`config.mk`:
```
export PLATFORM = sky130hd
export DESIGN_NAME = aux_addr_unit
export DESIGN_NICKNAME = d
export VERILOG_FILES = /design/src/rtl/aux_addr_pkg.sv /design/src/rtl/aux_bank.sv /design/src/rtl/aux_compare.sv /design/src/rtl/aux_update.sv /design/src/rtl/aux_addr_unit.sv
export SDC_FILE = /design/constraint.sdc
export NUM_CORES = 1
export LEC_CHECK = 0
export BUFFER_PORTS_ARGS = -buffer_cell sky130_fd_sc_hd__buf_2
export CORE_UTILIZATION = 60
export CTS_CLUSTER_SIZE = 14
export DETAILED_ROUTE_END_ITERATION = 8
export PLACE_DENSITY = 0.8
export SETUP_SLACK_MARGIN = 0.4
export SYNTH_ARGS = -nofsm -noshare
export SYNTH_HDL_FRONTEND = slang
export SYNTH_SLANG_ARGS = --single-unit
```
`constraint.sdc`:
```
create_clock -name clk -period 8.25 [get_ports clk]
set_input_delay 1.2375 -clock clk [delete_from_list [all_inputs] [get_ports clk]]
set_output_delay 1.2375 -clock clk [all_outputs]
set_load 0.01 [all_outputs]
```
`src/rtl/aux_addr_pkg.sv`:
```
package aux_addr_pkg;
  typedef enum logic [1:0] {
    CMP_EQ = 2'b00,
    CMP_LT = 2'b01,
    CMP_GT = 2'b10,
    CMP_NE = 2'b11
  } cmp_cond_e;

  typedef enum logic [1:0] {
    STEP_NONE = 2'b00,
    STEP_INC  = 2'b01,
    STEP_DEC  = 2'b10,
    STEP_RSV  = 2'b11
  } step_e;
endpackage

```
`src/rtl/aux_bank.sv`:
```
module aux_bank #(
  parameter int NUM_REGS = 8,
  parameter int DATA_W   = 16,
  parameter int PTR_W    = $clog2(NUM_REGS)
) (
  input  logic              clk,
  input  logic              rst_n,
  input  logic              wr_en,
  input  logic [PTR_W-1:0]  wr_idx,
  input  logic [DATA_W-1:0] wr_data,
  input  logic [PTR_W-1:0]  rd_idx,
  output logic [DATA_W-1:0] rd_data,
  output logic [DATA_W-1:0] ref_data
);
  logic [DATA_W-1:0] regs_q [NUM_REGS];

  for (genvar g = 0; g < NUM_REGS; g++) begin : g_reg
    logic hit;
    assign hit = wr_en && (wr_idx == PTR_W'(g));
    always_ff @(posedge clk or negedge rst_n) begin
      if (!rst_n)   regs_q[g] <= '0;
      else if (hit) regs_q[g] <= wr_data;
    end
  end

  assign rd_data  = regs_q[rd_idx];
  assign ref_data = regs_q[0];
endmodule

```
`src/rtl/aux_compare.sv`:
```
module aux_compare
  import aux_addr_pkg::*;
#(
  parameter int DATA_W = 16
) (
  input  logic [DATA_W-1:0] cur_val,
  input  logic [DATA_W-1:0] ref_val,
  input  logic [1:0]        cond,
  output logic              hit
);
  always_comb begin
    case (cmp_cond_e'(cond))
      CMP_EQ:  hit = (cur_val == ref_val);
      CMP_LT:  hit = (cur_val <  ref_val);
      CMP_GT:  hit = (cur_val >  ref_val);
      default: hit = (cur_val != ref_val);
    endcase
  end
endmodule

```
`src/rtl/aux_update.sv`:
```
module aux_update
  import aux_addr_pkg::*;
#(
  parameter int DATA_W = 16,
  parameter int IMM_W  = 8,
  parameter int PTR_W  = 3
) (
  input  logic [PTR_W-1:0]  ptr,
  input  logic [DATA_W-1:0] cur_val,
  input  logic              ld_en,
  input  logic [PTR_W-1:0]  ld_sel,
  input  logic [DATA_W-1:0] ld_val,
  input  logic              add_en,
  input  logic              sub_en,
  input  logic [IMM_W-1:0]  imm,
  input  logic              step_act,
  input  logic [1:0]        step,
  output logic              wr_en,
  output logic [PTR_W-1:0]  wr_idx,
  output logic [DATA_W-1:0] wr_data
);
  localparam int PAD_W = DATA_W - IMM_W;
  logic [DATA_W-1:0] imm_ext;
  assign imm_ext = {{PAD_W{1'b0}}, imm};

  always_comb begin
    wr_en   = 1'b0;
    wr_idx  = ptr;
    wr_data = cur_val;
    if (ld_en) begin
      wr_en   = 1'b1;
      wr_idx  = ld_sel;
      wr_data = ld_val;
    end else if (add_en) begin
      wr_en   = 1'b1;
      wr_data = cur_val + imm_ext;
    end else if (sub_en) begin
      wr_en   = 1'b1;
      wr_data = cur_val - imm_ext;
    end else if (step_act) begin
      case (step_e'(step))
        STEP_INC: begin
          wr_en   = 1'b1;
          wr_data = cur_val + DATA_W'(1);
        end
        STEP_DEC: begin
          wr_en   = 1'b1;
          wr_data = cur_val - DATA_W'(1);
        end
        default: wr_en = 1'b0;
      endcase
    end
  end
endmodule

```
`src/rtl/aux_addr_unit.sv`:
```
module aux_addr_unit #(
  parameter int NUM_REGS      = 8,
  parameter int DATA_W        = 16,
  parameter int IMM_W         = 8,
  parameter int TAKEN_CYC     = 4,
  parameter int NOT_TAKEN_CYC = 2,
  parameter int PTR_W         = $clog2(NUM_REGS),
  parameter int COST_W        = $clog2(TAKEN_CYC + 1)
) (
  input  logic              clk,
  input  logic              rst_n,
  input  logic              ld_en,
  input  logic [PTR_W-1:0]  ld_sel,
  input  logic [DATA_W-1:0] ld_val,
  input  logic              add_en,
  input  logic              sub_en,
  input  logic [IMM_W-1:0]  imm,
  input  logic              cmp_en,
  input  logic [1:0]        cmp_cond,
  input  logic              mod_en,
  input  logic              mod_ind,
  input  logic [1:0]        mod_step,
  input  logic              mod_ptr_ld,
  input  logic [PTR_W-1:0]  mod_ptr,
  input  logic              loop_en,
  output logic [DATA_W-1:0] data_addr,
  output logic [PTR_W-1:0]  cur_ptr,
  output logic              test_flag,
  output logic              loop_valid,
  output logic              loop_taken,
  output logic [COST_W-1:0] loop_cost
);
  logic [PTR_W-1:0]  ptr_q, ptr_d;
  logic              flag_q, flag_d;
  logic              lv_q, lv_d, lt_q, lt_d;
  logic [COST_W-1:0] cost_q, cost_d;
  logic [DATA_W-1:0] cur_val, ref_val, wr_data;
  logic [PTR_W-1:0]  wr_idx;
  logic              wr_en, cmp_hit, mod_act;

  assign mod_act = mod_en && mod_ind;

  aux_bank #(.NUM_REGS(NUM_REGS), .DATA_W(DATA_W), .PTR_W(PTR_W)) i_bank (
    .clk(clk), .rst_n(rst_n), .wr_en(wr_en), .wr_idx(wr_idx),
    .wr_data(wr_data), .rd_idx(ptr_q), .rd_data(cur_val), .ref_data(ref_val)
  );

  aux_update #(.DATA_W(DATA_W), .IMM_W(IMM_W), .PTR_W(PTR_W)) i_update (
    .ptr(ptr_q), .cur_val(cur_val), .ld_en(ld_en), .ld_sel(ld_sel),
    .ld_val(ld_val), .add_en(add_en), .sub_en(sub_en), .imm(imm),
    .step_act(mod_act), .step(mod_step),
    .wr_en(wr_en), .wr_idx(wr_idx), .wr_data(wr_data)
  );

  aux_compare #(.DATA_W(DATA_W)) i_cmp (
    .cur_val(cur_val), .ref_val(ref_val), .cond(cmp_cond), .hit(cmp_hit)
  );

  always_comb begin
    ptr_d  = ptr_q;
    flag_d = flag_q;
    lv_d   = 1'b0;
    lt_d   = 1'b0;
    cost_d = '0;
    if (mod_act && mod_ptr_ld) ptr_d = mod_ptr;
    if (cmp_en) flag_d = cmp_hit;
    if (loop_en) begin
      lv_d   = 1'b1;
      lt_d   = (cur_val != '0);
      cost_d = lt_d ? COST_W'(TAKEN_CYC) : COST_W'(NOT_TAKEN_CYC);
    end
  end

  always_ff @(posedge clk or negedge rst_n) begin
    if (!rst_n) begin
      ptr_q  <= '0;
      flag_q <= 1'b0;
      lv_q   <= 1'b0;
      lt_q   <= 1'b0;
      cost_q <= '0;
    end else begin
      ptr_q  <= ptr_d;
      flag_q <= flag_d;
      lv_q   <= lv_d;
      lt_q   <= lt_d;
      cost_q <= cost_d;
    end
  end

  assign data_addr  = cur_val;
  assign cur_ptr    = ptr_q;
  assign test_flag  = flag_q;
  assign loop_valid = lv_q;
  assign loop_taken = lt_q;
  assign loop_cost  = cost_q;
endmodule

```
==> results.toml <==
[critical_path]
worstPathRequired_ps = 8530
path_class = "flip-flop to flip-flop"
crit_path_end = "i_bank.regs_q[29]$_DFFE_PN0P_"
reg2reg_from = "cur_ptr[0]$_DFFE_PN0P_"
rrSetupSlack_ps = 3010
critPathLaunchType = "flip-flop"
cp_max_fo = 29
end_kind = "flip-flop"
rr_endpoint = "i_bank.regs_q[29]$_DFFE_PN0P_"
rr_worst_depth = 12
arrival_ps = 5520
startpoint = "cur_ptr[0]$_DFFE_PN0P_"

[route]
viasPerCell = 6.61
via_count = 7881
detail_route.wirelength_um = 26500
drt-wirelength-per-cell_um = 22.2
drc = 0
dr.pass1.iters = 7
initialDrtViolationCount = 695
detail-route-antenna-nets = 0

[sta]
slew_headroom_pct = 30.4
layout_setup_ws_ps = 3010
period_needed_ps = 5240
hold_violations = 0
fin_tns_setup_ps = 0
worstMarginPinSlew_ps = 1040
skew_ps = 13.0
setup_violations = 0
rsz0062_at_grt = "false"
hold_ws_ps = 475
post-route-period-util_pct = 63.5
drv_slew = 0
fmax_ghz = 0.191

[clock_tree]
clock_sinks = 135
hold_buffers = 0
htreeDepth = 4
cts_resized = 0
cts_buffers = 17
clock_latency_ps = 430
clockRootBuffer = "clkbuf_16"
cts_tree = "yes"
cts_buffer_depth = 2
post-cts-setup-buffer-count = 0
clkTransAtPathRegs_ps = 70

[die]
rows = 44
die_h_um = 124
core_area_mm2 = 0.0145
die_area_mm2 = 0.0154
die_width_um = 124
start_util_pct = 61.6
ios = 69

[grt]
track_usage_pct = 36.4
grt_start_max_net_pins = 72
gr-usage-met1_pct = 46.2
grtUsageMet3_pct = 9.29
grt_busiest_layer = "met2"
grt-ovfl-total = 0
met2_usage_pct = 55.9
grt_pass1_vias = 7653
grt_pass1_wl_um = 41100
antenna_found_initial = 0

[place]
place_inst = 1161
gp_congestion = 0.959
postPlaceCellArea_mm2 = 0.00943
dp_hpwl_um = 18000
io_buffers = 67
place_ws_ps = 3020

[synthesis]
ys_seq_elements = 135
syn_nets = 1042
seq_area_frac_synth_pct = 37.7
synth_edf_count = 0
netlist_area_mm2 = 0.00895
synth_flop_cell = "dfrtp_1"
yosysUniqueCellTypes = 85
yosysWarnings = 0
avgSynthCellArea_um2 = 9.44
synth_area_leader_cell = "dfrtp_1"
syn_inst = 948
yosysTopAreaCellShare_pct = 37.7
async_flop_share_pct = 100
yosys-top-cells-area = "dfrtp_1, mux4_2, ha_1, nand2_1, o21ai_0"

[cells_and_area]
nNetsFinal = 1090
areaGrowthSynthToFinish_pct = 12.1
diodes = 0
instances_no_fill = 1193
finalCoreUtilization_pct = 69.0
design_area_mm2 = 0.0100
drive_above_1_share_pct = 19.0

[power]
p_sw_mw = 1.88
leakagePower_nw = 4.58
seqPwrFrac_pct = 27.7
finalPower_mw = 4.21
pwr-share-clk_pct = 18.7
p_int_mw = 2.33
power.density_mw_per_mm2 = 420
peakVddDrop_mv = 0.282
pwr-share-comb_pct = 53.6
p_sw_share_pct = 44.7

[min_path]
hold_class = "flip-flop to flip-flop"

[job]
drv_cap = 0

[outcome]
status = "completed"
final cells by class:
cell class                      count  area [µm²]
Inverter                           44         165
Sequential cell                   135        3380
Multi-Input combinational cell    718        5220
Clock inverter                     14         161
Timing Repair Buffer               80         439
Clock buffer                       18         439
Fill cell                        1117        4500
Tap cell                          184         230
flip-flops by register name, indices dropped and copies added, names as in the netlist:
register and flops:
i_bank.regs_q 112, test_flag 1, i_bank.ref_data 16, cur_ptr 3
loop_valid 1, loop_cost 2
cells in the mapped netlist (all sizes together) (3+ instances only):
cell type  count
nand2        147
dfrtp        135
o21ai        111
a21oi         51
ha            47
inv           42
nor2          42
clkbuf        32
o31ai         31
mux2i         30
mux4          28
buf           19
nand3         18
nor2b         16
nor3          16
mux2          12
xnor2         12
a211oi         9
and2           9
a21o           8
nand4          8
nor4           8
o41ai          8
a31oi          7
a221oi         6
nand2b         6
a22oi          5
a31o           5
o21a           5
a211o          4
o21bai         4
o31a           4
or2            4
xor2           4
a32oi          3
a41oi          3
and4           3
fa             3
nor3b          3
nor4b          3
or3            3
power by group through the flow:
stage	Combinational [mW]	Clock, mW	Sequential, mW
6_report	2.26	0.787	1.17
2_1_floorplan	1.63	0	1.10
5_1_grt	2.47	0.819	1.21
4_1_cts	2.20	0.790	1.17
3_3_place_gp	2.14	0	1.15
3_5_place_dp	2.19	0	1.17
cell usage in the layout, fill, tap and decap left out, types with 11 or more instances in the layout:
master     instances
a21oi_1           45
xnor2_1           12
nor2b_1           16
mux2i_1           29
nand2_1          147
ha_1              47
o31ai_1           29
dfrtp_1          133
nand3_1           18
inv_1             41
nor3_1            15
nor2_1            42
o21ai_0           92
mux2_2            11
o21ai_1           12
clkbuf_16         17
buf_2             66
buf_4             13
mux4_2            28
how the worst min path moves through the flow:
stage	from	to	slack (ps)	cells past startpoint
2_1_floorplan	i_bank.regs_q[31]$_DFFE_PN0P_	i_bank.regs_q[31]$_DFFE_PN0P_	440	2
3_3_place_gp	i_bank.regs_q[111]$_DFFE_PN0P_	i_bank.regs_q[111]$_DFFE_PN0P_	450	2
3_5_place_dp	i_bank.regs_q[45]$_DFFE_PN0P_	i_bank.regs_q[45]$_DFFE_PN0P_	460	2
4_1_cts	i_bank.regs_q[45]$_DFFE_PN0P_	i_bank.regs_q[45]$_DFFE_PN0P_	480	2
5_1_grt	i_bank.regs_q[83]$_DFFE_PN0P_	i_bank.regs_q[83]$_DFFE_PN0P_	500	2
6_report	i_bank.regs_q[83]$_DFFE_PN0P_	i_bank.regs_q[83]$_DFFE_PN0P_	480	2
critical path, cell delays in order, from the launching register on:
cell and delay, ps:
dfrtp_2 1010, mux4_2 600, mux2i_1 470, inv_1 300
ha_1 370, or3b_1 390, a31o_2 280, a31o_2 290
nor4_1 340, xnor2_1 160, nor3_1 90, a2111oi_4 590
o31ai_1 180
logic make-up after synthesis:
| kind of cell | Yosys count | share of synthesized area [%] |
|---|---|---|
| DFF | 135 | 37.7 |
| xor gates and xnor gates | 16 | 1.57 |
| buffers and inverters | 95 | 4.42 |
| and+or+nand+nor | 294 | 15.4 |
| other | 1 | 0.0419 |
| muxes | 70 | 12.1 |
| adders and majority gates | 50 | 7.24 |
| AOI/OAI and AO/OA | 287 | 21.5 |
per-layer routing:
layer,vias to the layer above,part of all wire [%]
met5,-,0
met4,0,5.2
met3,104,10
met2,466,45
met1,3719,40
li1,3592,-
(Power assumes the default switching activity.)
